**src/rtl/pwrseq_pkg.sv**
```systemverilog
package pwrseq_pkg;
   typedef enum logic [1:0] {
      PS_D0A = 2'b00,
      PS_D0U = 2'b01,
      PS_DR  = 2'b10
   } pstate_e;

   localparam int NUM_MS = 5;
endpackage

```
**src/rtl/pwrseq_rst_sync.sv**
```systemverilog
module pwrseq_rst_sync #(
   parameter int STAGES = 2
) (
   input  logic clk,
   input  logic arst_n,
   output logic srst_n
);
   generate
      if (STAGES < 2) begin : g_bad
         $error("pwrseq_rst_sync: STAGES must be at least 2");
      end
   endgenerate

   logic [STAGES-1:0] chain;

   always_ff @(posedge clk or negedge arst_n) begin
      if (!arst_n) chain <= '0;
      else         chain <= {chain[STAGES-2:0], 1'b1};
   end

   assign srst_n = chain[STAGES-1];
endmodule

```
**src/rtl/pwrseq_timer.sv**
```systemverilog
module pwrseq_timer #(
   parameter int MAXV = 12,
   localparam int CW = $clog2(MAXV + 1)
) (
   input  logic          clk,
   input  logic          rst_n,
   input  logic          en,
   output logic [CW-1:0] cnt
);
   always_ff @(posedge clk or negedge rst_n) begin
      if (!rst_n)                         cnt <= '0;
      else if (en && (cnt < CW'(MAXV)))   cnt <= cnt + CW'(1);
   end

   AST_CNT_MONO: assert property (@(posedge clk) disable iff (!rst_n)
      1'b1 |=> (cnt >= $past(cnt)));
endmodule

```
**src/rtl/pwrseq_settle.sv**
```systemverilog
module pwrseq_settle #(
   parameter int T_SETTLE = 5,
   localparam int SW = $clog2(T_SETTLE + 1)
) (
   input  logic clk,
   input  logic rst_n,
   input  logic start,
   input  logic active,
   output logic done
);
   logic [SW-1:0] scnt;

   always_ff @(posedge clk or negedge rst_n) begin
      if (!rst_n)                                     scnt <= '0;
      else if (start)                                 scnt <= '0;
      else if (active && (scnt < SW'(T_SETTLE)))      scnt <= scnt + SW'(1);
   end

   assign done = active && (scnt == SW'(T_SETTLE));
endmodule

```
**src/rtl/pwrseq_top.sv**
```systemverilog
module pwrseq_top
   import pwrseq_pkg::*;
#(
   parameter int SYNC_STAGES = 2,
   parameter int T_CLK       = 4,
   parameter int T_PG        = 6,
   parameter int T_TRN       = 8,
   parameter int T_CFG       = 10,
   parameter int T_RES       = 12,
   parameter int T_D0MEM     = 5
) (
   input  logic       clk,
   input  logic       prst_n,
   input  logic       refclk_ok,
   input  logic       cfg_req,
   input  logic       cmd_wr,
   input  logic       cmd_mae,
   input  logic       ee_done,
   input  logic       ee_wake_bit,
   output logic       clk_valid,
   output logic       pwr_good,
   output logic       pg_pulse,
   output logic       ee_reload_req,
   output logic       wake_en,
   output logic       link_train,
   output logic       link_idle,
   output logic       cfg_ack,
   output logic       cfg_retry,
   output logic       cfg_resp_ok,
   output logic       mem_ok,
   output logic [1:0] dev_state
);
   localparam int CW = $clog2(T_RES + 1);
   localparam int THR [NUM_MS] = '{T_CLK, T_PG, T_TRN, T_CFG, T_RES};

   generate
      if (T_CLK < 1 || T_CLK > T_PG || T_PG > T_TRN || T_TRN > T_CFG || T_CFG > T_RES)
      begin : g_bad_order
         $error("pwrseq_top: thresholds must satisfy 1 <= T_CLK <= T_PG <= T_TRN <= T_CFG <= T_RES");
      end
      if (T_D0MEM < 1) begin : g_bad_settle
         $error("pwrseq_top: T_D0MEM must be at least 1");
      end
   endgenerate

   logic              srst_n;
   logic [CW-1:0]     cnt;
   logic [NUM_MS-1:0] ms;
   logic              pg_q, ee_loaded, promote;
   pstate_e           state;

   pwrseq_rst_sync #(.STAGES(SYNC_STAGES)) u_sync (
      .clk(clk), .arst_n(prst_n), .srst_n(srst_n));

   pwrseq_timer #(.MAXV(T_RES)) u_timer (
      .clk(clk), .rst_n(srst_n), .en(refclk_ok), .cnt(cnt));

   // one comparator per readiness stage, all against the shared count
   generate
      for (genvar gi = 0; gi < NUM_MS; gi++) begin : g_ms
         assign ms[gi] = (cnt >= CW'(THR[gi]));
      end
   endgenerate

   assign clk_valid   = ms[0];
   assign pwr_good    = ms[1];
   assign link_train  = ms[2];
   assign link_idle   = ~ms[2];
   assign cfg_resp_ok = ms[4];
   assign pg_pulse    = ms[1] & ~pg_q;
   assign dev_state   = state;
   assign promote     = (state == PS_D0U) && cmd_wr && cmd_mae;

   always_ff @(posedge clk or negedge srst_n) begin
      if (!srst_n) begin
         pg_q          <= 1'b0;
         ee_reload_req <= 1'b0;
         ee_loaded     <= 1'b0;
         wake_en       <= 1'b0;
      end else begin
         pg_q <= ms[1];
         if (pg_pulse) begin
            ee_reload_req <= 1'b1;
            wake_en       <= 1'b0;
         end else if (ee_reload_req && ee_done) begin
            ee_reload_req <= 1'b0;
            ee_loaded     <= 1'b1;
            wake_en       <= ee_wake_bit;
         end
      end
   end

   always_ff @(posedge clk or negedge srst_n) begin
      if (!srst_n) begin
         cfg_ack   <= 1'b0;
         cfg_retry <= 1'b0;
      end else begin
         cfg_ack   <= cfg_req &  ms[3];
         cfg_retry <= cfg_req & ~ms[3];
      end
   end

   always_ff @(posedge clk or negedge srst_n) begin
      if (!srst_n) state <= PS_DR;
      else begin
         unique case (state)
            PS_DR:   if (ms[4] && ee_loaded)     state <= PS_D0U;
            PS_D0U:  if (cmd_wr && cmd_mae)      state <= PS_D0A;
            PS_D0A:  if (cmd_wr && !cmd_mae)     state <= PS_D0U;
            default:                             state <= PS_DR;
         endcase
      end
   end

   pwrseq_settle #(.T_SETTLE(T_D0MEM)) u_settle (
      .clk(clk), .rst_n(srst_n), .start(promote),
      .active(state == PS_D0A), .done(mem_ok));

   AST_ACK_EXCL: assert property (@(posedge clk) disable iff (!srst_n)
      !(cfg_ack && cfg_retry));
   AST_ACK_IN_WINDOW: assert property (@(posedge clk) disable iff (!srst_n)
      cfg_ack |-> ($past(cfg_req) && $past(ms[3])));
   AST_PG_ONE_CYCLE: assert property (@(posedge clk) disable iff (!srst_n)
      pg_pulse |=> !pg_pulse);
   AST_REQ_AFTER_PG: assert property (@(posedge clk) disable iff (!srst_n)
      $rose(ee_reload_req) |-> $past(pg_pulse));
   AST_D0A_ENTRY: assert property (@(posedge clk) disable iff (!srst_n)
      (state == PS_D0A && $past(state) != PS_D0A) |-> ($past(state) == PS_D0U));
   AST_MEM_IN_D0A: assert property (@(posedge clk) disable iff (!srst_n)
      mem_ok |-> (state == PS_D0A));
   AST_TRAIN_AFTER_PG: assert property (@(posedge clk) disable iff (!srst_n)
      link_train |-> pwr_good);
endmodule

```
**config.mk**
```make
export PLATFORM = sky130hd
export DESIGN_NAME = pwrseq_top
export DESIGN_NICKNAME = d
export VERILOG_FILES = /design/src/rtl/pwrseq_pkg.sv /design/src/rtl/pwrseq_rst_sync.sv /design/src/rtl/pwrseq_timer.sv /design/src/rtl/pwrseq_settle.sv /design/src/rtl/pwrseq_top.sv
export SDC_FILE = /design/constraint.sdc
export NUM_CORES = 1
export LEC_CHECK = 0
export BUFFER_PORTS_ARGS = -buffer_cell sky130_fd_sc_hd__clkbuf_2
export CORE_UTILIZATION = 25
export DETAILED_ROUTE_END_ITERATION = 10
export GPL_TIMING_DRIVEN = 0
export PLACE_DENSITY = 0.55
export SLEW_MARGIN = 20
export SYNTH_ARGS = -nofsm -noshare
export SYNTH_HDL_FRONTEND = slang
export SYNTH_SLANG_ARGS = --single-unit
```
**constraint.sdc**
```tcl
create_clock -name clk -period 0.92 [get_ports clk]
set_clock_uncertainty 0.2 [all_clocks]
set_input_delay 0 -clock clk [delete_from_list [all_inputs] [get_ports clk]]
set_output_delay 0 -clock clk [all_outputs]
set_load 0.02 [all_outputs]
```
==> impl_metrics.env <==
export IMPL_period_minus_slack_ns=1.395
export IMPL_syn_to_final_growth_pct=76.24
export IMPL_stdcell_area_mm2=0.001336
export IMPL_grt_ovfl_total=0
export IMPL_leakagePower_nw=0.5993
export IMPL_cts_root_buf="clkbuf_4"
export IMPL_ys_flop_type="dfrtp_1"
export IMPL_die_w_um=57.07
export IMPL_slew_viol_final=0
export IMPL_yosys_top_cells_area="dfrtp_1 53%, ha_1 6.6%, a21oi_1 4.6%, dfstp_2 3.5%, inv_1 3.5%"
export IMPL_wl_mm=1.629
export IMPL_violations="DRC, hold timing, setup timing"
export IMPL_synthCells=69
export IMPL_finalSetupTns_ns=-8.668
export IMPL_setup_viol=28
export IMPL_fin_cells=145
export IMPL_timing_fmax_ghz=0.7168
export IMPL_coreArea_mm2=0.002805
export IMPL_fill_cells=281
export IMPL_place_congestion=0.6749
export IMPL_viasPerCell=4.524
export IMPL_grt_pass1_vias=665
export IMPL_wl_per_cell_um=11.23
export IMPL_yosysMostFrequentCell="dfrtp_1"
export IMPL_required_ns=0.91
export IMPL_drt_antenna_violating_nets=0
export IMPL_antenna_found_initial=0
export IMPL_yosysSeqAreaShare_pct=56.27
export IMPL_critPathArrivalTime_ns=1.38
export IMPL_post_place_cells=120
export IMPL_async_reset_ff_share_pct=100.0
export IMPL_clock_sinks=17
export IMPL_synth_area_leader_cell="dfrtp_1"
export IMPL_irDropWorstVdd_v=0.001090
export IMPL_clk_latency_ns=0.29
export IMPL_slowest_delay_ns=0.49
export IMPL_crit_type="reg -> reg"
export IMPL_clk_path_buf_depth=2
export IMPL_finalCritPeriodShare_pct=151.6
export IMPL_ys_ff_latch=17
export IMPL_synth_distinct_cells=30
export IMPL_wl_met1_um=668
export IMPL_maxCapViolCount=0
export IMPL_dieArea_mm2=0.003257
export IMPL_hold_class="in -> reg"
export IMPL_antenna_cells=0
export IMPL_dr_total_vias=656
export IMPL_setup_ws_ns=-0.4752
export IMPL_status="complete, but fails checks"
export IMPL_synth_edf_count=0
export IMPL_cpMaxStageDelayCell="dfrtp_2"
export IMPL_power_density_mw_per_mm2=2426
export IMPL_path_clk_slew_ns=0.11
export IMPL_finish_net_count=127
export IMPL_dr_first_iter_drc_count=4
export IMPL_critPathMaxFanout=6
export IMPL_port_buffers=20
export IMPL_crit_path_end_kind="register"
export IMPL_cts_inserted_buffers=3
export IMPL_hpwl_um=996.7
export IMPL_fin_util_pct=47.64
export IMPL_grt_total_usage_pct=11.51
export IMPL_ys_warn_count=0
export IMPL_fin_worst_hold_slack_ns=-0.2154
export IMPL_rows=19
export IMPL_synth_commonest_cells="16 x dfrtp_1, 7 x a21oi_1, 7 x inv_1"
export IMPL_wl_met2_um=899
export IMPL_start_util_pct=27.03
export IMPL_cts_tree="yes"
export IMPL_rsz0062_at_grt="yes"
export IMPL_dieHeight_um=57.07
export IMPL_drc=2
export IMPL_grt_pass1_wl_mm=2.870
export IMPL_dr_pass1_iters=7
export IMPL_ios=21
export IMPL_syn_area_um2=758.2
export IMPL_topRoutingLayerUsed="met3"
export IMPL_grt_max_degree=16
export IMPL_synth_top_area_share_pct=52.81
export IMPL_wl_met3_um=60
export IMPL_rrSetupSlack_ns=-0.48
export IMPL_htree_levels=1
export IMPL_finalHoldViolations=21
export IMPL_cp_cell_sequence="and2_4, nand2b_4, mux2_4"
export IMPL_total_power_mw=3.241
export IMPL_start_kind="register"
export IMPL_syn_num_nets=81
export IMPL_postPlaceCellArea_um2=928.4
export IMPL_drive_gt1_share_pct=58.77
export IMPL_syn_area_per_cell_um2=10.99
[critical path: cells and delay by family, from the launching register on]
| kind | cells | cell delay (ns) |
|---|---|---|
| and+or+nand+nor | 2 | 0.31 |
| DFF | 1 | 0.49 |
| muxes | 1 | 0.29 |
[metal layers]
| metal | track usage [%] | vias up |
|---|---|---|
| li1 | - | 322 |
| met1 | 13.04 | 321 |
| met2 | 20.84 | 13 |
| met3 | 2.268 | 0 |
| met4 | 5.226 | 0 |
| met5 | 0 | - |
[cell type report]
type	instances	area, um2	area share [%]
plain buffers	1	3.754	0.2809
clock buffers	3	22.52	1.685
clock inverters	1	5.005	0.3745
inverters	7	28.78	2.154
multi-input cells	44	394.1	29.49
flip-flops and latches	17	434.2	32.49
well taps	31	38.79	2.903
repair buffers	41	409.1	30.62
[power breakdown]
part	switching, mW	internal, mW
logic	0.644	0.941
clock network	0.251	0.162
registers	0.276	0.967
[timing repair]
item,CTS,global route
buffers inserted,12,5
hold buffers,6,1
setup endpoints to repair,29,29
pin swaps,11,8
cloned,0,0
hold endpoints to repair,29,9
resized for setup,33,30
[cells by family (layout without fill, tap and decap cells)]
family | after synthesis | count (layout) | synth area share, %
xor+xnor | 1 | 1 | 1.155
buf+inv | 8 | 53 | 3.961
mux | 2 | 2 | 2.805
simple gates | 19 | 19 | 15.18
compound gates | 17 | 17 | 13.53
flops | 17 | 17 | 56.27
fa+ha+maj | 4 | 4 | 6.601
other cells | 1 | 1 | 0.4946
[layout by cell type, fill, tap and decap left out, types with 2 or more instances in the layout]
cell type / n
buf_6: 11
dfrtp_1: 10
buf_4: 8
clkbuf_2: 7
dfrtp_2: 6
dlygate4sd3_1: 6
buf_8: 5
inv_1: 4
nand2_1: 4
a21oi_2: 4
clkbuf_8: 4
clkbuf_4: 3
inv_2: 2
nor2_4: 2
a21oi_1: 2
o21ai_1: 2
ha_1: 2
ha_4: 2
[through the flow]
stage	setup slack [ns]	hold WS (ns)
6_report	-0.4752	-0.2154
5_1_grt	-0.5220	-0.2175
4_1_cts	-0.4902	-0.2329
3_5_place_dp	-0.4737	-0.4125
3_3_place_gp	-0.4459	-0.4135
2_1_floorplan	-0.4448	-0.4956
[final timing paths]
check,start,end,cells past startpoint
setup reg to reg,u_timer.cnt[3],u_timer.cnt[1],3
max in group asynchronous,prst_n,u_sync.chain[1],3
min in group asynchronous,u_sync.chain[1],u_settle.scnt[1],0
hold / removal,refclk_ok,u_timer.cnt[2],2
hold reg to reg,u_sync.chain[1],u_settle.scnt[1],0
setup / recovery,u_timer.cnt[3],u_timer.cnt[1],3
[flip-flops by register name, summed over array words and instances (netlist names)]
name           cells
cfg_ack            1
cfg_retry          1
dev_state          2
ee_loaded          1
ee_reload_req      1
pg_q               1
u_settle.scnt      3
u_sync.chain       2
u_timer.cnt        4
wake_en            1
(Power assumes the default switching activity.)
